$ cat src/rtl/xs3_pkg.sv
package xs3_pkg;
  localparam int unsigned NIB_W    = 4;
  localparam int unsigned XS3_BIAS = 3;
  localparam int unsigned XS3_MIN  = XS3_BIAS;
  localparam int unsigned XS3_MAX  = XS3_BIAS + 9;

  typedef logic [NIB_W-1:0] xs3_code_t;

  // Constant added in the correction stage (two's complement of 3 is 1101)
  localparam xs3_code_t ADJ_UP   = xs3_code_t'(XS3_BIAS);
  localparam xs3_code_t ADJ_DOWN = xs3_code_t'(16 - XS3_BIAS);

  function automatic logic code_ok(input xs3_code_t c);
    return (int'(c) >= int'(XS3_MIN)) && (int'(c) <= int'(XS3_MAX));
  endfunction

  function automatic int unsigned code_val(input xs3_code_t c);
    return int'(c) - int'(XS3_BIAS);
  endfunction
endpackage

$ cat src/rtl/xs3_nibble_adder.sv
module xs3_nibble_adder #(
  parameter int unsigned WIDTH = 4
) (
  input  logic [WIDTH-1:0] x_i,
  input  logic [WIDTH-1:0] y_i,
  input  logic             c_i,
  output logic [WIDTH-1:0] s_o,
  output logic             c_o
);
  logic [WIDTH:0] carry;
  assign carry[0] = c_i;

  for (genvar i = 0; i < WIDTH; i++) begin : g_fa
    assign s_o[i]     = x_i[i] ^ y_i[i] ^ carry[i];
    assign carry[i+1] = (x_i[i] & y_i[i]) | (carry[i] & (x_i[i] ^ y_i[i]));
  end

  assign c_o = carry[WIDTH];
endmodule

$ cat src/rtl/xs3_digit_slice.sv
module xs3_digit_slice
  import xs3_pkg::*;
(
  input  xs3_code_t a_i,
  input  xs3_code_t b_i,
  input  logic      c_i,
  output xs3_code_t s_o,
  output logic      c_o
);
  xs3_code_t raw_sum;
  logic      raw_carry;
  xs3_code_t adj;
  logic      adj_carry_unused;

  // Stage 1: plain binary add of two biased codes (bias 6 total)
  xs3_nibble_adder #(.WIDTH(NIB_W)) u_bin_add (
    .x_i(a_i), .y_i(b_i), .c_i(c_i), .s_o(raw_sum), .c_o(raw_carry)
  );

  // Stage 2: re-bias to excess-3; carry of this stage is not used
  assign adj = raw_carry ? ADJ_UP : ADJ_DOWN;

  xs3_nibble_adder #(.WIDTH(NIB_W)) u_fix_add (
    .x_i(raw_sum), .y_i(adj), .c_i(1'b0), .s_o(s_o), .c_o(adj_carry_unused)
  );

  assign c_o = raw_carry;

  always_comb begin
    if (code_ok(a_i) && code_ok(b_i)) begin
      p_code_valid_r2: assert (code_ok(s_o))
        else $error("slice produced invalid code %b", s_o);
      p_digit_value_r2: assert (code_val(s_o) ==
                                (code_val(a_i) + code_val(b_i) + 32'(c_i)) % 10)
        else $error("slice digit value wrong");
      p_carry_thresh_r3: assert (c_o ==
                                 ((code_val(a_i) + code_val(b_i) + 32'(c_i)) >= 10))
        else $error("slice carry wrong");
    end
    if (a_i == 4'b0100 && b_i == 4'b1000 && !c_i) begin
      p_one_five_r5: assert (s_o == 4'b1001 && !c_o)
        else $error("1+5 case wrong");
    end
    if (a_i == 4'b0111 && b_i == 4'b1011 && !c_i) begin
      p_four_eight_r6: assert (s_o == 4'b0101 && c_o)
        else $error("4+8 case wrong");
    end
  end
endmodule

$ cat src/rtl/xs3_decimal_adder.sv
module xs3_decimal_adder
  import xs3_pkg::*;
#(
  parameter int unsigned DIGITS = 4
) (
  input  logic [NIB_W*DIGITS-1:0] a_xs3_i,
  input  logic [NIB_W*DIGITS-1:0] b_xs3_i,
  input  logic                    cin_i,
  output logic [NIB_W*DIGITS-1:0] sum_xs3_o,
  output logic                    cout_o
);
  localparam int unsigned VEC_W = NIB_W * DIGITS;
  localparam logic [VEC_W-1:0] ZERO_WORD = {DIGITS{xs3_code_t'(XS3_BIAS)}};

  logic [DIGITS:0] dcarry;
  assign dcarry[0] = cin_i;

  for (genvar k = 0; k < DIGITS; k++) begin : g_digit
    xs3_digit_slice u_slice (
      .a_i(a_xs3_i[NIB_W*k +: NIB_W]),
      .b_i(b_xs3_i[NIB_W*k +: NIB_W]),
      .c_i(dcarry[k]),
      .s_o(sum_xs3_o[NIB_W*k +: NIB_W]),
      .c_o(dcarry[k+1])
    );
  end

  assign cout_o = dcarry[DIGITS];

  function automatic logic word_ok(input logic [VEC_W-1:0] w);
    logic ok;
    ok = 1'b1;
    for (int k = 0; k < int'(DIGITS); k++) ok &= code_ok(w[NIB_W*k +: NIB_W]);
    return ok;
  endfunction

  always_comb begin
    if (b_xs3_i == ZERO_WORD && !cin_i && word_ok(a_xs3_i)) begin
      p_zero_identity_r8: assert (sum_xs3_o == a_xs3_i && !cout_o)
        else $error("adding zero changed operand");
    end
    if (a_xs3_i == ZERO_WORD && b_xs3_i == ZERO_WORD) begin
      p_carry_passthru_r4: assert (cout_o == 1'b0)
        else $error("carry out with zero operands");
    end
  end
endmodule

$ cat config.mk
export PLATFORM = sky130hd
export DESIGN_NAME = xs3_decimal_adder
export DESIGN_NICKNAME = d
export VERILOG_FILES = /design/src/rtl/xs3_pkg.sv /design/src/rtl/xs3_nibble_adder.sv /design/src/rtl/xs3_digit_slice.sv /design/src/rtl/xs3_decimal_adder.sv
export SDC_FILE = /design/constraint.sdc
export NUM_CORES = 1
export LEC_CHECK = 0
export ABC_AREA = 1
export BUFFER_PORTS_ARGS = -buffer_cell sky130_fd_sc_hd__buf_2
export CAP_MARGIN = 20
export CORE_ASPECT_RATIO = 1.25
export CORE_MARGIN = 1
export CORE_UTILIZATION = 45
export DETAILED_ROUTE_END_ITERATION = 7
export GPL_TIMING_DRIVEN = 1
export PLACE_DENSITY = 0.92
export SLEW_MARGIN = 15
export SYNTH_ARGS = -nofsm -noshare
export SYNTH_HDL_FRONTEND = slang
export SYNTH_SLANG_ARGS = --single-unit
$ cat constraint.sdc
create_clock -name vclk -period 12.4
set_input_delay 2.48 -clock vclk [all_inputs]
set_output_delay 2.48 -clock vclk [all_outputs]
set_load 0.1 [all_outputs]
# After elaboration in Yosys (flattened, before gate mapping)
# Cells that the tools add are included.
# totals
reg_bits,0
ram_bits,0
in_bits,33
mem_count,0
out_inout_bits,17
elab_cells,140
mem_bits_ro,0
latchBits,0
# classes
n_div,0
reduce_logical,0
muxes,4
bitwise,136
n_eq_ne,0
n_lt_le_gt_ge,0
shifts,0
addsub,0
mul,0
# ops
op,count
$xor 1x1->1,60
$and 1x1->1,52
$or 1x1->1,24
$mux 4,4

# Depth between registers and ports, before layout
# depth
ltp_word,40
ltp_mapped,33

# By module
# From an unflattened synthesis, not the netlist that was laid out.
# hier_totals
hier_cells,124
area_unflattened_um2,985.9
# modules_own_cells
mod,area_per_inst_um2,cells_each,n_inst
xs3_nibble_adder,117.6,14,8
xs3_digit_slice,11.3,3,4

# Worst setup path before layout
# No wires, ideal clock.
# synth_path
path_kind,in2out
startpoint,in a_xs3_i[0]
endpoint,out sum_xs3_o[15]
slack_ns,-0.417
path_stages,33
required_ns,9.920
arrival_time_ns,10.337
cell_sequence,inv_1 > fa_1 > inv_1 > fa_1 > fa_1 > fa_1 > inv_1 > fa_1 > inv_1 > fa_1 > fa_1 > fa_1 > inv_1 > fa_1 > inv_1 > fa_1 > fa_1 > fa_1 > inv_1 > fa_1 > fa_1 > fa_1 > inv_1 > fa_1 > xnor2_1 > ha_1 > o21bai_1 > fa_1 > inv_1 > nand2_1 > nand2_1 > nand2_1 > nand2_1
# synth_via
elab_chain_len,40
# synth_lines
element,line,source
start: declaration,xs3_decimal_adder.sv:6,"input logic [NIB_W*DIGITS-1:0] a_xs3_i,"
$xor 1x1->1,xs3_nibble_adder.sv:15,assign carry[i+1] = (x_i[i] & y_i[i]) | (carry[i] & (x_i[i] ^ y_i[i]));
$and 1x1->1,xs3_nibble_adder.sv:15,
$or 1x1->1 (*),xs3_nibble_adder.sv:15,
$and 1x1->1 (*),xs3_nibble_adder.sv:15,
$or 1x1->1 (*),xs3_nibble_adder.sv:15,
$and 1x1->1 (*),xs3_nibble_adder.sv:15,
$or 1x1->1 (*),xs3_nibble_adder.sv:15,
$and 1x1->1 (*),xs3_nibble_adder.sv:15,
[... 25 more ...],n/a,
named net cout_o,xs3_decimal_adder.sv:10,output logic cout_o
$mux 4 (*),xs3_digit_slice.sv:21,assign adj = raw_carry ? ADJ_UP : ADJ_DOWN;
$xor 1x1->1,xs3_nibble_adder.sv:15,
$and 1x1->1,xs3_nibble_adder.sv:15,
$or 1x1->1,xs3_nibble_adder.sv:15,
$and 1x1->1,xs3_nibble_adder.sv:15,
$or 1x1->1,xs3_nibble_adder.sv:15,
$xor 1x1->1 (*),xs3_nibble_adder.sv:14,assign s_o[i] = x_i[i] ^ y_i[i] ^ carry[i];
end: declaration,xs3_decimal_adder.sv:9,"output logic [NIB_W*DIGITS-1:0] sum_xs3_o,"
# The timed path passes the listed nets; every way through them passes the cells marked *.

# Worst setup path in the final report
# layout_path
startpoint,in a_xs3_i[0]
endpoint,out sum_xs3_o[15]
# layout_via
elab_chain_len,40
# layout_lines
element,line
$xor 1x1->1,xs3_nibble_adder.sv:15
$and 1x1->1,xs3_nibble_adder.sv:15
$or 1x1->1 (*),xs3_nibble_adder.sv:15
$and 1x1->1 (*),xs3_nibble_adder.sv:15
$or 1x1->1 (*),xs3_nibble_adder.sv:15
$and 1x1->1 (*),xs3_nibble_adder.sv:15
$or 1x1->1 (*),xs3_nibble_adder.sv:15
$and 1x1->1 (*),xs3_nibble_adder.sv:15
[... 24 more ...],n/a
$or 1x1->1,xs3_nibble_adder.sv:15
$mux 4,xs3_digit_slice.sv:21
$xor 1x1->1,xs3_nibble_adder.sv:15
$and 1x1->1,xs3_nibble_adder.sv:15
$or 1x1->1,xs3_nibble_adder.sv:15
$and 1x1->1,xs3_nibble_adder.sv:15
$or 1x1->1,xs3_nibble_adder.sv:15
$xor 1x1->1 (*),xs3_nibble_adder.sv:14
# Every way passes the cells marked *; elsewhere a longest branch is shown, timed or not.

==> impl_metrics.env <==
export IMPL_slew_viol_final=0
export IMPL_crit_arrival_ps=9570
export IMPL_vdd_ir_drop_worst_v=0.000162
export IMPL_comb_pwr_share_pct=100.0
export IMPL_grt_first_pass_wirelength_mm=2.42
export IMPL_place_inst=158
export IMPL_period_share_pct=97.2
export IMPL_design_portCount=50
export IMPL_portBuffers=50
export IMPL_crit_fanout=4
export IMPL_cp_start_kind="input pin"
export IMPL_area_growth_syn_to_layout_pct=42.1
export IMPL_synth_fp_nets=147
export IMPL_initialDrtViolationCount=9
export IMPL_worst_endpoint_required_ps=9920
export IMPL_die_ar_um2=1800
export IMPL_area_sequential_um2=0
export IMPL_clock_buffer_count=0
export IMPL_clock_fmax_mhz=83.0
export IMPL_die_width_um=38.2
export IMPL_grt_util_all_layers_pct=18.3
export IMPL_max_slew_margin_pct=67.0
export IMPL_setup_violations=0
export IMPL_post_synth_inst_count=90
export IMPL_n_fill_cell=129
export IMPL_cts_hold_buffers=0
export IMPL_drt_pass1_iterations=4
export IMPL_flops_and_latches=0
export IMPL_final_antenna_net_count=0
export IMPL_die_height_um=47.2
export IMPL_synth_avg_cell_area_um2=8.19
export IMPL_hold_path_class="in -> out"
export IMPL_cell_internal_pwr_uw=53.1
export IMPL_globalRoute_totalOverflow=0
export IMPL_wl_per_cell_um=10.3
export IMPL_critical_path_sink_type="output pin"
export IMPL_critical_path_top_cell_by_count="fa_1"
export IMPL_maxCapViolCount=0
export IMPL_post_cts_resize_count=0
export IMPL_outcome="finished, final reports clean"
export IMPL_place_ws_ps=82.7
export IMPL_crit_path_top_delay_cell="fa_1"
export IMPL_post_cts_buffers=0
export IMPL_worst_path_largest_cell_delay_ps=420
export IMPL_grt_start_max_net_pins=5
export IMPL_fin_ws_ps=348
export IMPL_synth_area_top_cells="fa_1 (62%), inv_1 (20%), nand2_1 (9.7%)"
export IMPL_timing_worst_slew_pin_value_ps=499
export IMPL_gp_congestion=0.656
export IMPL_path_class="in -> out"
export IMPL_p_switching_uw=205
export IMPL_layout_core_utilization_pct=67.9
export IMPL_p_total_uw=258
export IMPL_finalCriticalPeriod_ps=12050
export IMPL_yosysWarningCount=0
export IMPL_totalWireLength_mm=1.63
export IMPL_cell_pwr_density_nw_per_um2=246
export IMPL_final_nets=199
export IMPL_post_layout_nonfiller_instances=158
export IMPL_drt_drc_violations_left=0
export IMPL_totalNegativeSetupSlack_ps=0
export IMPL_place_hpwl_mm=1.58
export IMPL_insertedDiodeCount=0
export IMPL_grt_pass1_vias=653
export IMPL_core_area_um2=1540
export IMPL_effective_utilization_at_floorplan_pct=47.8
export IMPL_vias=710
export IMPL_leakage_uw=0.000665
export IMPL_synth_area_um2=737
export IMPL_grt_setup_unrepaired="false"
export IMPL_post_synth_num_cell_types=9
export IMPL_viasPerCell=4.49
export IMPL_sw_frac_of_total_pct=79.4
export IMPL_synth_sequential_area_ratio_pct=0
export IMPL_library_cell_with_the_largest_summed_area_after_synthesis="fa_1"
export IMPL_power_share_sequential_pct=0
export IMPL_drive_gt1_share_pct=41.4
export IMPL_core_rowCount=16
export IMPL_grt_antenna_before_repair=0
export IMPL_finalHoldViolations=0
export IMPL_synth_largest_type_area_fraction_pct=62.5
export IMPL_share_clk_of_total_power_pct=0
## Yosys cell counts (all sizes together)
cell    count
inv        40
nand2      20
nand3       4
fa         23
ha          1
xnor2       1
o21bai      1
## cell type report
cell class / instances / area [um^2] / area share, %
inverters: 40 / 150 / 14.3
repair buffers: 50 / 280 / 26.8
well taps: 18 / 22.5 / 2.15
multi-input cells: 50 / 594 / 56.8
## critical path: cells and delay by family
kind / cells / cell delay [ps]
adders and majority gates: 18 / 5520
buffers and inverters: 11 / 1000
xor gates and xnor gates: 1 / 150
and+or+nand+nor: 4 / 250
AOI/OAI and AO/OA: 1 / 160
## power groups by stage
stage / Clock, uW / Combinational [uW] / Sequential [uW]
after floorplan: 0 / 219 / 0
after global placement: 0 / 252 / 0
after detailed placement: 0 / 258 / 0
after CTS: 0 / 259 / 0
after global routing: 0 / 271 / 0
final: 0 / 258 / 0
## kinds of logic (layout without fill, tap and decap cells)
logic type / Yosys count / after routing / synth area share (%)
fa+ha+maj: 24 / 24 / 64.2
simple gates: 24 / 24 / 13.2
xor+xnor: 1 / 1 / 1.19
buf+inv: 40 / 90 / 20.4
compound gates: 1 / 1 / 1.02
## layer usage
layer	vias up	global-route usage (%)	part of all wire, %
met5	-	0	0
met4	0	0.714	0
met3	0	1.42	4.2
met2	26	40.3	64
met1	347	18.7	32
li1	337	-	-
## cells in the final DEF, fill, tap and decap left out, drive strengths merged
cell type	synthesis	layout
buf	0	50
nand2	20	20
ha	1	1
xnor2	1	1
inv	40	40
o21bai	1	1
nand3	4	4
fa	23	23
## through the flow
step	instance area, um^2	hold slack (ps)
2_1_floorplan	744	5530
3_5_place_dp	1050	5560
6_report	1050	5560
5_1_grt	1050	5600
3_3_place_gp	1050	5550
4_1_cts	1050	5560
## worst paths after layout
path                     from             to  slack, ps  depth (start not counted)
setup / recovery   a_xs3_i[0]  sum_xs3_o[15]        350                         35
hold / removal    b_xs3_i[15]  sum_xs3_o[15]       5560                          5
No activity file was read; power rests on OpenSTA's default activity.
